--- config.mk ---
export PLATFORM = sky130hd
export DESIGN_NAME = edge_count_cmp
export DESIGN_NICKNAME = d
export VERILOG_FILES = /design/src/rtl/ecc_pkg.sv /design/src/rtl/ecc_sync.sv /design/src/rtl/ecc_core.sv /design/src/rtl/ecc_wave.sv /design/src/rtl/edge_count_cmp.sv
export SDC_FILE = /design/constraint.sdc
export NUM_CORES = 1
export LEC_CHECK = 0
export ABC_AREA = 1
export BUFFER_PORTS_ARGS = -buffer_cell sky130_fd_sc_hd__buf_2
export CAP_MARGIN = 20
export CORE_MARGIN = 2
export CORE_UTILIZATION = 35
export CTS_CLUSTER_DIAMETER = 60
export DETAILED_ROUTE_END_ITERATION = 8
export GPL_TIMING_DRIVEN = 0
export REMOVE_ABC_BUFFERS = 1
export SLEW_MARGIN = 20
export SYNTH_ARGS = -nofsm -noshare
export SYNTH_HDL_FRONTEND = slang
export SYNTH_SLANG_ARGS = --single-unit
--- constraint.sdc ---
create_clock -name clk -period 5.6 [get_ports clk]
set_clock_uncertainty 0.1 [all_clocks]
set_input_delay 0 -clock clk [delete_from_list [all_inputs] [get_ports clk]]
set_output_delay 0 -clock clk [all_outputs]
set_load 0.02 [all_outputs]
--- src/rtl/ecc_pkg.sv ---
package ecc_pkg;
    typedef enum logic [1:0] {
        SEL_NONE = 2'b00,
        SEL_RISE = 2'b01,
        SEL_FALL = 2'b10,
        SEL_BOTH = 2'b11
    } edge_mode_e;
endpackage

--- src/rtl/ecc_sync.sv ---
module ecc_sync #(
    parameter int STAGES = 2
) (
    input  logic clk,
    input  logic rst_n,
    input  logic async_in,
    output logic rise,
    output logic fall
);
    typedef struct packed {
        logic [STAGES-1:0] sh;
        logic              prev;
    } sync_t;

    sync_t st_d, st_q;

    always_comb begin
        st_d      = st_q;
        st_d.sh   = {st_q.sh[STAGES-2:0], async_in};
        st_d.prev = st_q.sh[STAGES-1];
    end

    always_ff @(posedge clk or negedge rst_n) begin
        if (!rst_n) st_q <= '0;
        else        st_q <= st_d;
    end

    assign rise = st_q.sh[STAGES-1] & ~st_q.prev;
    assign fall = ~st_q.sh[STAGES-1] & st_q.prev;
endmodule

--- src/rtl/ecc_core.sv ---
module ecc_core #(
    parameter int W = 16
) (
    input  logic         clk,
    input  logic         rst_n,
    input  logic         step,
    input  logic [W-1:0] reload_val,
    input  logic [W-1:0] cmp_val,
    input  logic         clr_ovf,
    input  logic         clr_cmp,
    output logic [W-1:0] count,
    output logic         ovf_evt,
    output logic         match_evt,
    output logic         ovf_flag,
    output logic         cmp_flag
);
    localparam logic [W-1:0] TOP = '1;
    localparam logic [W-1:0] ONE = W'(1);

    typedef struct packed {
        logic [W-1:0] cnt;
        logic         ovf;
        logic         cmp;
    } core_t;

    core_t        st_d, st_q;
    logic [W-1:0] nxt_cnt;

    always_comb begin
        st_d      = st_q;
        ovf_evt   = step && (st_q.cnt == TOP);
        nxt_cnt   = ovf_evt ? reload_val : st_q.cnt + ONE;
        match_evt = step && (cmp_val >= reload_val) && (nxt_cnt == cmp_val);
        if (step) st_d.cnt = nxt_cnt;
        st_d.ovf = ovf_evt   | (st_q.ovf & ~clr_ovf);
        st_d.cmp = match_evt | (st_q.cmp & ~clr_cmp);
    end

    always_ff @(posedge clk or negedge rst_n) begin
        if (!rst_n) st_q <= '0;
        else        st_q <= st_d;
    end

    assign count    = st_q.cnt;
    assign ovf_flag = st_q.ovf;
    assign cmp_flag = st_q.cmp;

    a_r4_reload: assert property (@(posedge clk) disable iff (!rst_n)
        (step && count == TOP) |=> (count == $past(reload_val)));
    a_r6_no_low_match: assert property (@(posedge clk) disable iff (!rst_n)
        (cmp_val < reload_val && !cmp_flag) |=> !cmp_flag);
    a_r7_set_wins: assert property (@(posedge clk) disable iff (!rst_n)
        (step && count == TOP && clr_ovf) |=> ovf_flag);
    a_r3_one_step: assert property (@(posedge clk) disable iff (!rst_n)
        1'b1 |=> (count == $past(count) || count == $past(count) + ONE
                  || count == $past(reload_val)));
endmodule

--- src/rtl/ecc_wave.sv ---
module ecc_wave (
    input  logic clk,
    input  logic rst_n,
    input  logic out_en,
    input  logic out_pol,
    input  logic ovf_evt,
    input  logic match_evt,
    output logic pin_out
);
    typedef struct packed {
        logic wave;
        logic pol_lat;
        logic oen_prev;
    } wave_t;

    wave_t st_d, st_q;
    logic  en_rise;

    always_comb begin
        st_d          = st_q;
        en_rise       = out_en & ~st_q.oen_prev;
        st_d.oen_prev = out_en;
        if (en_rise) begin
            st_d.wave    = out_pol;
            st_d.pol_lat = out_pol;
        end else if (ovf_evt) begin
            st_d.wave = st_q.pol_lat;
        end else if (match_evt) begin
            st_d.wave = ~st_q.wave;
        end
    end

    always_ff @(posedge clk or negedge rst_n) begin
        if (!rst_n) st_q <= '0;
        else        st_q <= st_d;
    end

    assign pin_out = out_en & st_q.wave;

    a_r10_pol_on_enable: assert property (@(posedge clk) disable iff (!rst_n)
        (out_en && !st_q.oen_prev) |=> (st_q.wave == $past(out_pol)));
    a_r10_pol_ignored: assert property (@(posedge clk) disable iff (!rst_n)
        (st_q.oen_prev && out_en && !ovf_evt && !match_evt) |=> $stable(st_q.wave));
endmodule

--- src/rtl/edge_count_cmp.sv ---
module edge_count_cmp #(
    parameter int WIDTH       = 16,
    parameter int SYNC_STAGES = 2
) (
    input  logic             clk,
    input  logic             rst_n,
    input  logic             ext_in,
    input  logic [1:0]       edge_sel,
    input  logic [WIDTH-1:0] reload_val,
    input  logic [WIDTH-1:0] cmp_val,
    input  logic             out_en,
    input  logic             out_pol,
    input  logic             irq_en,
    input  logic             clr_ovf,
    input  logic             clr_cmp,
    output logic [WIDTH-1:0] count,
    output logic             ovf_flag,
    output logic             cmp_flag,
    output logic             irq,
    output logic             pin_out
);
    import ecc_pkg::*;

    edge_mode_e mode;
    logic       rise, fall, step, ovf_evt, match_evt;

    assign mode = edge_mode_e'(edge_sel);

    ecc_sync #(.STAGES(SYNC_STAGES)) u_sync (
        .clk(clk), .rst_n(rst_n), .async_in(ext_in), .rise(rise), .fall(fall)
    );

    always_comb begin
        unique case (mode)
            SEL_RISE: step = rise;
            SEL_FALL: step = fall;
            SEL_BOTH: step = rise | fall;
            default:  step = 1'b0;
        endcase
    end

    ecc_core #(.W(WIDTH)) u_core (
        .clk(clk), .rst_n(rst_n), .step(step),
        .reload_val(reload_val), .cmp_val(cmp_val),
        .clr_ovf(clr_ovf), .clr_cmp(clr_cmp),
        .count(count), .ovf_evt(ovf_evt), .match_evt(match_evt),
        .ovf_flag(ovf_flag), .cmp_flag(cmp_flag)
    );

    ecc_wave u_wave (
        .clk(clk), .rst_n(rst_n), .out_en(out_en), .out_pol(out_pol),
        .ovf_evt(ovf_evt), .match_evt(match_evt), .pin_out(pin_out)
    );

    assign irq = irq_en & (ovf_flag | cmp_flag);

    a_r2_hold: assert property (@(posedge clk) disable iff (!rst_n)
        (edge_sel == 2'b00) |=> $stable(count));
endmodule

==> results.py, run 1 <==
metrics = {
    "placed_design": {
        "gp_congestion": 0.8207,
        "portBuffers": 61,
        "placed_area_sq_mm": 0.002689,
        "placed_cells": 505,
        "dp_hpwl_um": 4832,
        "pre_cts_slack_ns": 2.668,
    },
    "worst_setup_path": {
        "start_kind": "register",
        "crit_required_ns": 5.66,
        "worstPathArrival_ns": 3.02,
        "endpoint_kind": "register",
        "critical_path_class": "reg2reg",
        "cp_max_fo": 19,
    },
    "sta": {
        "setup-tns-final_ns": 0,
        "relSlewSlack_pct": 42.49,
        "fin_crit_sh_pct": 52.78,
        "finalMaxSlewViolations": 0,
        "setup_viol": 0,
        "rsz0062_at_grt": "no",
        "worst_slack_ns": 2.644,
        "max_freq_mhz": 338.3,
        "fin_crit_ns": 2.956,
        "hold_viol_final": 0,
        "tightest_slew_ns": 0.8605,
    },
    "finish": {
        "final_nets": 500,
        "n_antenna_cell": 0,
        "area_delta_synth_final_pct": 20.22,
        "finalNonFillerCells": 514,
        "final_area_sq_mm": 0.002790,
        "fillers": 727,
        "ff_latch_area_sq_um": 600.6,
        "drive_gt1_share_pct": 17.62,
        "final_cell_mix": "nand2_1, buf_2, inv_1",
        "final_common_cell": "nand2_1",
        "multi_input_area_sq_mm": 0.001465,
    },
    "drt": {
        "drc_errors": 0,
        "ant_nets": 0,
        "drt-pass1-iter-count": 4,
        "dr_total_vias": 2407,
        "wl_per_cell_um": 11.58,
        "drtIter0Drc": 111,
        "wl_um": 5950,
        "via_per_inst": 4.683,
    },
    "synthesis": {
        "synth.distinct_cells": 25,
        "yosysSeqAreaShare_pct": 25.88,
        "avgSynthCellArea_sq_um": 6.222,
        "ys_warn_count": 0,
        "ys_seq_elements": 24,
        "syn_inst": 373,
        "syn_area_sq_mm": 0.002321,
    },
    "floorplan": {
        "die_area_sq_mm": 0.007299,
        "die_w_um": 85.44,
        "start_util_pct": 36.34,
        "io_pins": 62,
        "core_area_sq_mm": 0.006386,
        "fp.dieH_um": 85.44,
        "rows": 29,
    },
    "job": {
        "maxCapViolCount": 0,
    },
    "status": {
        "outcome": "complete, no violations",
    },
    "cts": {
        "cts_root_buffer": "clkbuf_8",
        "worstSkewPairLatency_ns": 0.26,
        "numClockSinks": 24,
        "cts_tree": "built",
        "clock_path_buffers": 2,
        "cts_buffers": 3,
        "cts.clk_slew.worst_paths_ns": 0.08,
        "h-tree-depth": 1,
    },
    "power_and_ir_drop": {
        "power_density_mw_per_mm2": 262.9,
        "p_leak_uw": 0.001572,
        "ir_worst_vdd_mv": 0.1267,
    },
    "min_path": {
        "min_path_type": "in2reg",
    },
    "global_route": {
        "grt_max_degree": 31,
        "grt_overflow": 0,
        "antenna_found_initial": 0,
        "grt_pass1_wl_um": 10090,
        "grt_util_all_layers_pct": 16.94,
        "grt_pass1_vias": 2210,
    },
}
[power by group]
group / total [uW] / internal [uW] / leakage (uW) / switching, uW
clock network: 102 / 48.0 / 0.0000216 / 53.6
logic: 354 / 130 / 0.00124 / 225
registers: 278 / 214 / 0.000311 / 64.2
[worst max-delay path, cell delays in order (launching register included)]
cell     delay [ns]
dfrtp_1        0.40
ha_1           0.28
inv_1          0.04
nand3_1        0.06
nand3_1        0.54
nand2_4        0.49
o21ai_1        0.17
o21ai_1        0.14
nand2_1        0.07
nand2_1        0.06
nand2_1        0.05
nor2_1         0.17
nand3_2        0.14
nand3_1        0.09
nand2_1        0.05
[sequential cells by signal, indices dropped and copies added (netlist names)]
name,flops
u_core.ovf_flag,1
u_core.cmp_flag,1
u_core.count,16
u_sync.st_q,1
u_wave.st_q,3
u_sync.st_d,2
[per-stage QoR]
stage               util [%]  hold WS (ns)  power [uW]
finish                 43.69      0.008456       733.6
global placement       42.10      -0.07879       625.4
global route           43.69       0.05811       804.4
CTS                    43.69      0.007455       740.8
floorplan                  -       -0.3956       509.8
detailed placement     42.10      -0.06739       632.5
[layer usage]
layer | up-vias | part of all wire, % | global-route usage [%]
li1 | 1318 | - | -
met1 | 1038 | 50 | 22.94
met2 | 47 | 45 | 29.55
met3 | 4 | 3.9 | 0.9728
met4 | 0 | 1.0 | 4.040
met5 | - | 0 | 0
[path summary, 6_finish.rpt]
path	from	to	slack [ns]	cells past startpoint
setup / recovery	u_sync.st_d[0]	u_wave.st_q[2]	2.64	14
hold / removal	reload_val[2]	u_core.count[2]	0.008	3
setup reg to reg	u_sync.st_d[0]	u_wave.st_q[2]	2.64	14
hold reg to reg	u_sync.st_d[2]	u_sync.st_d[0]	0.25	0
max in group asynchronous	rst_n	u_core.ovf_flag	4.88	2
min in group asynchronous	rst_n	u_core.count[2]	0.16	2
[final cells by class]
cell class,count,share of cell area (%)
clock buffers,3,1.480
inverters,59,7.937
repair buffers,67,13.09
multi-input cells,284,52.51
flip-flops and latches,24,21.52
well taps,77,3.453
[kinds of logic (layout without fill, tap and decap cells)]
logic type	count (synthesis)	after routing	synth area share (%)
compound gates	45	45	10.13
xor+xnor	5	5	1.887
simple gates	215	215	40.86
fa+ha+maj	19	19	10.24
buf+inv	65	129	11.00
flops	24	24	25.88
[repair_timing]
| item | in CTS | in global routing |
|---|---|---|
| buffers inserted | 0 | 0 |
| endpoints found under the hold margin | 29 | 0 |
| hold buffers | 6 | 0 |
| resized for setup | 0 | 0 |
[synth_stat cells]
cell type | instances | share of area (%)
nand2_2 | 7 | 1.9
nand3_1 | 36 | 7.8
clkbuf_1 | 4 | 0.65
o21a_1 | 1 | 0.32
nor2_1 | 30 | 4.9
o21bai_1 | 2 | 0.65
nor2_4 | 3 | 1.5
inv_1 | 59 | 9.5
ha_1 | 19 | 10
nand4_1 | 5 | 1.3
nor2_2 | 1 | 0.27
o21ai_0 | 27 | 5.8
nand2_1 | 123 | 20
buf_4 | 1 | 0.32
buf_6 | 1 | 0.49
nand3b_1 | 7 | 2.3
a21oi_1 | 11 | 2.4
nand2_4 | 1 | 0.49
o211ai_1 | 1 | 0.32
dfrtp_1 | 24 | 26
o21ai_1 | 3 | 0.65
nor3_1 | 1 | 0.22
xnor2_1 | 2 | 0.75
xor2_1 | 3 | 1.1
nand3_2 | 1 | 0.43
Power figures use the tool's default switching activity.
==> inputs of run 2 (changes only) <==
--- a/config.mk
+++ b/config.mk
@@ -5,7 +5,7 @@
 export SDC_FILE = /design/constraint.sdc
 export NUM_CORES = 1
 export LEC_CHECK = 0
-export ABC_AREA = 1
+export ABC_AREA = 0
 export BUFFER_PORTS_ARGS = -buffer_cell sky130_fd_sc_hd__buf_2
 export CAP_MARGIN = 20
 export CORE_MARGIN = 2
==> constraint.sdc (replaced) <==
create_clock -name clk -period 2.66 [get_ports clk]
set_clock_uncertainty 0.1 [all_clocks]
set_input_delay 0 -clock clk [delete_from_list [all_inputs] [get_ports clk]]
set_output_delay 0 -clock clk [all_outputs]
set_load 0.02 [all_outputs]
==> run 2 against run 1 <==
Effect of this change:
- the run now ends with negative setup slack left
- clock-buffer cell count did not move
- first-iteration DRC count rose by 40%
- die area rose by 8.6%
- critical path depth fell by 3
- wire length rose by 44%
- largest cell class unchanged
==> results.py, run 2 <==
metrics = {
    "status": {
        "outcome": "finished with violations",
        "violations": "negative setup slack",
    },
    "worst_setup_path": {
        "crit_slowest_cell": "or4_4",
        "crit_buf_inv": 1,
        "worstPathCellList": "inv_1, ha_1, nand2b_4, a31o_4, nor4_2, a211oi_1, or4_4, nor4_4, nand4_1, a21oi_1, o22ai_1",
        "start_kind": "register",
        "worstPathArrival_ns": 3.03,
        "cp_max_fo": 4,
        "critical_path_class": "reg2reg",
        "endpoint_kind": "register",
        "crit_required_ns": 2.71,
        "critPathTopFamily": "simple AND/OR/NAND/NOR gates",
        "critPathMaxStageDelay_ns": 0.57,
    },
    "sta": {
        "relSlewSlack_pct": 59.97,
        "tightest_slew_ns": 0.6004,
        "finalMaxSlewViolations": 0,
        "worst_slack_ns": -0.3169,
        "fin_crit_ns": 2.977,
        "max_freq_mhz": 335.9,
        "setup_viol": 2,
        "rsz0062_at_grt": "yes",
        "hold_viol_final": 0,
        "fin_crit_sh_pct": 111.9,
    },
    "placed_design": {
        "portBuffers": 61,
        "gp_congestion": 0.8771,
        "placed_area_sq_mm": 0.002929,
        "dp_hpwl_um": 6226,
    },
    "global_route": {
        "grt_util_all_layers_pct": 22.06,
        "grt_pass1_wl_um": 13570,
        "grt_pass1_vias": 2711,
        "grt_max_degree": 25,
        "antenna_found_initial": 0,
        "grt_overflow": 0,
    },
    "power_and_ir_drop": {
        "p_leak_uw": 0.001573,
        "ir_worst_vdd_mv": 0.2321,
        "power_density_mw_per_mm2": 509.2,
    },
    "synthesis": {
        "synth_commonest_cells": "inv_1, dfrtp_1, a21oi_1",
        "synth.distinct_cells": 59,
        "synthFlopType": "dfrtp_1",
        "synth-edff-count": 0,
        "avgSynthCellArea_sq_um": 8.035,
        "yosysMostFrequentCell": "inv_1",
        "yosysSeqAreaShare_pct": 23.73,
        "async_flop_share_pct": 100.0,
        "ys_seq_elements": 24,
        "syn_area_sq_mm": 0.002531,
        "ys_warn_count": 0,
        "syn_inst": 315,
        "yosys-top-cells-area": "dfrtp_1, ha_1, a21oi_1",
        "synth_top_area_cell": "dfrtp_1",
        "synth_top_area_share_pct": 23.73,
    },
    "cts": {
        "cts.clk_slew.worst_paths_ns": 0.09,
        "cts_buffers": 3,
        "worstSkewPairLatency_ns": 0.27,
        "cts_root_buffer": "clkbuf_8",
        "cts_tree": "built",
        "clock_path_buffers": 2,
        "numClockSinks": 24,
        "h-tree-depth": 1,
    },
    "floorplan": {
        "die_area_sq_mm": 0.007928,
        "start_util_pct": 35.47,
        "core_area_sq_mm": 0.007137,
        "die_w_um": 89.04,
        "fp.dieH_um": 89.04,
        "rows": 31,
        "io_pins": 62,
    },
    "drt": {
        "wl_um": 8577,
        "ant_nets": 0,
        "drc_errors": 0,
        "wl_per_cell_um": 17.19,
        "dr_total_vias": 2786,
        "via_per_inst": 5.583,
        "drtIter0Drc": 155,
        "drt-pass1-iter-count": 4,
    },
    "finish": {
        "final_nets": 463,
        "fillers": 723,
        "final_area_sq_mm": 0.003451,
        "largest_register_ffs": 16,
        "n_antenna_cell": 0,
        "final_cell_mix": "buf_2, inv_1, buf_4",
        "area_delta_synth_final_pct": 36.33,
        "final_common_cell": "buf_2",
        "drive_gt1_share_pct": 35.50,
        "utilization_pct": 48.35,
    },
    "job": {
        "maxCapViolCount": 0,
    },
    "min_path": {
        "min_path_type": "in2reg",
    },
}
==> run 2: changes by cell type in the layout (fill, tap and decap cells not counted), moves of 13 or more <==
cell,previous run,this run
buf_4,0,25
dfrtp_1,24,8
dfrtp_2,0,16
inv_1,59,27
nand2_1,123,20
nand3_1,36,15
o21ai_0,27,14
==> run 2: cell type report <==
type	count	area, sq um	share of cell area (%)
timing repair buffer	98	641.9	18.60
multi-input combinational	248	1922	55.69
sequential	24	620.6	17.98
tap	99	123.9	3.590
clock buffer	3	41.29	1.197
inverter	27	101.3	2.937
==> run 2: path summary, 6_finish.rpt <==
check                               start              end  slack (ns)  depth (start not counted)
setup / recovery           u_sync.st_q[0]   u_wave.st_q[2]       -0.32                         11
hold / removal              reload_val[9]  u_core.count[9]        0.01                          3
setup reg to reg           u_sync.st_q[0]   u_wave.st_q[2]       -0.32                         11
hold reg to reg            u_sync.st_d[2]   u_sync.st_d[0]        0.26                          0
max in group asynchronous           rst_n  u_core.count[7]        1.86                          2
min in group asynchronous           rst_n  u_core.count[1]        0.16                          2
==> run 2: per-stage QoR <==
step | worst slack, ns | std cells | hold slack (ns) | setup TNS [ns] | power [uW]
4_1_cts | -0.3303 | 480 | 0.005202 | -0.4914 | 1685
2_1_floorplan | -1.430 | 298 | -0.3956 | -8.893 | 1080
3_5_place_dp | -0.9037 | 459 | -0.05824 | -1.904 | 1350
5_1_grt | -0.4442 | 499 | 0.06216 | -0.7063 | 1878
6_report | -0.3169 | 499 | 0.01490 | -0.4661 | 1757
3_3_place_gp | -3.188 | 458 | -0.06686 | -30.43 | 1318
==> run 2: repair_timing <==
action / CTS / global route
gates cloned: 1 / 0
pin swaps: 13 / 5
buffers inserted: 8 / 19
hold buffers: 9 / 0
setup endpoints to repair: 7 / 2
resized for setup: 34 / 10
endpoints found under the hold margin: 33 / 0
==> run 2: layer usage <==
metal  global-route usage (%)  vias to the layer above  wire length (um)
li1                         -                     1351                 -
met1                    29.45                     1323              3861
met2                    38.20                      104              4105
met3                    3.232                        8               489
met4                    4.206                        0               121
met5                        0                        -                 0
==> run 2: cells by family (layout without fill, tap and decap cells) <==
group                    count (synthesis)  after routing  share of synthesized area (%)
buffers and inverters                   44            128                          6.920
XOR/XNOR                                14             14                          4.844
adder cells (fa/ha/maj)                 19             19                          9.392
multiplexers                             5              5                          2.076
AND/OR/NAND/NOR                        119            119                          29.02
AO/OA/AOI/OAI                           90             91                          24.02
flip-flops                              24             24                          23.73
==> run 2: tightest hold or removal path: stages <==
cell	delay (ns)
buf_2	0.10
o21ai_0	0.11
a21oi_1	0.15
==> run 2: power breakdown <==
group | internal [uW] | switching, uW | total (uW)
clock | 102 | 124 | 225
combinational | 411 | 523 | 933
sequential | 445 | 154 | 598
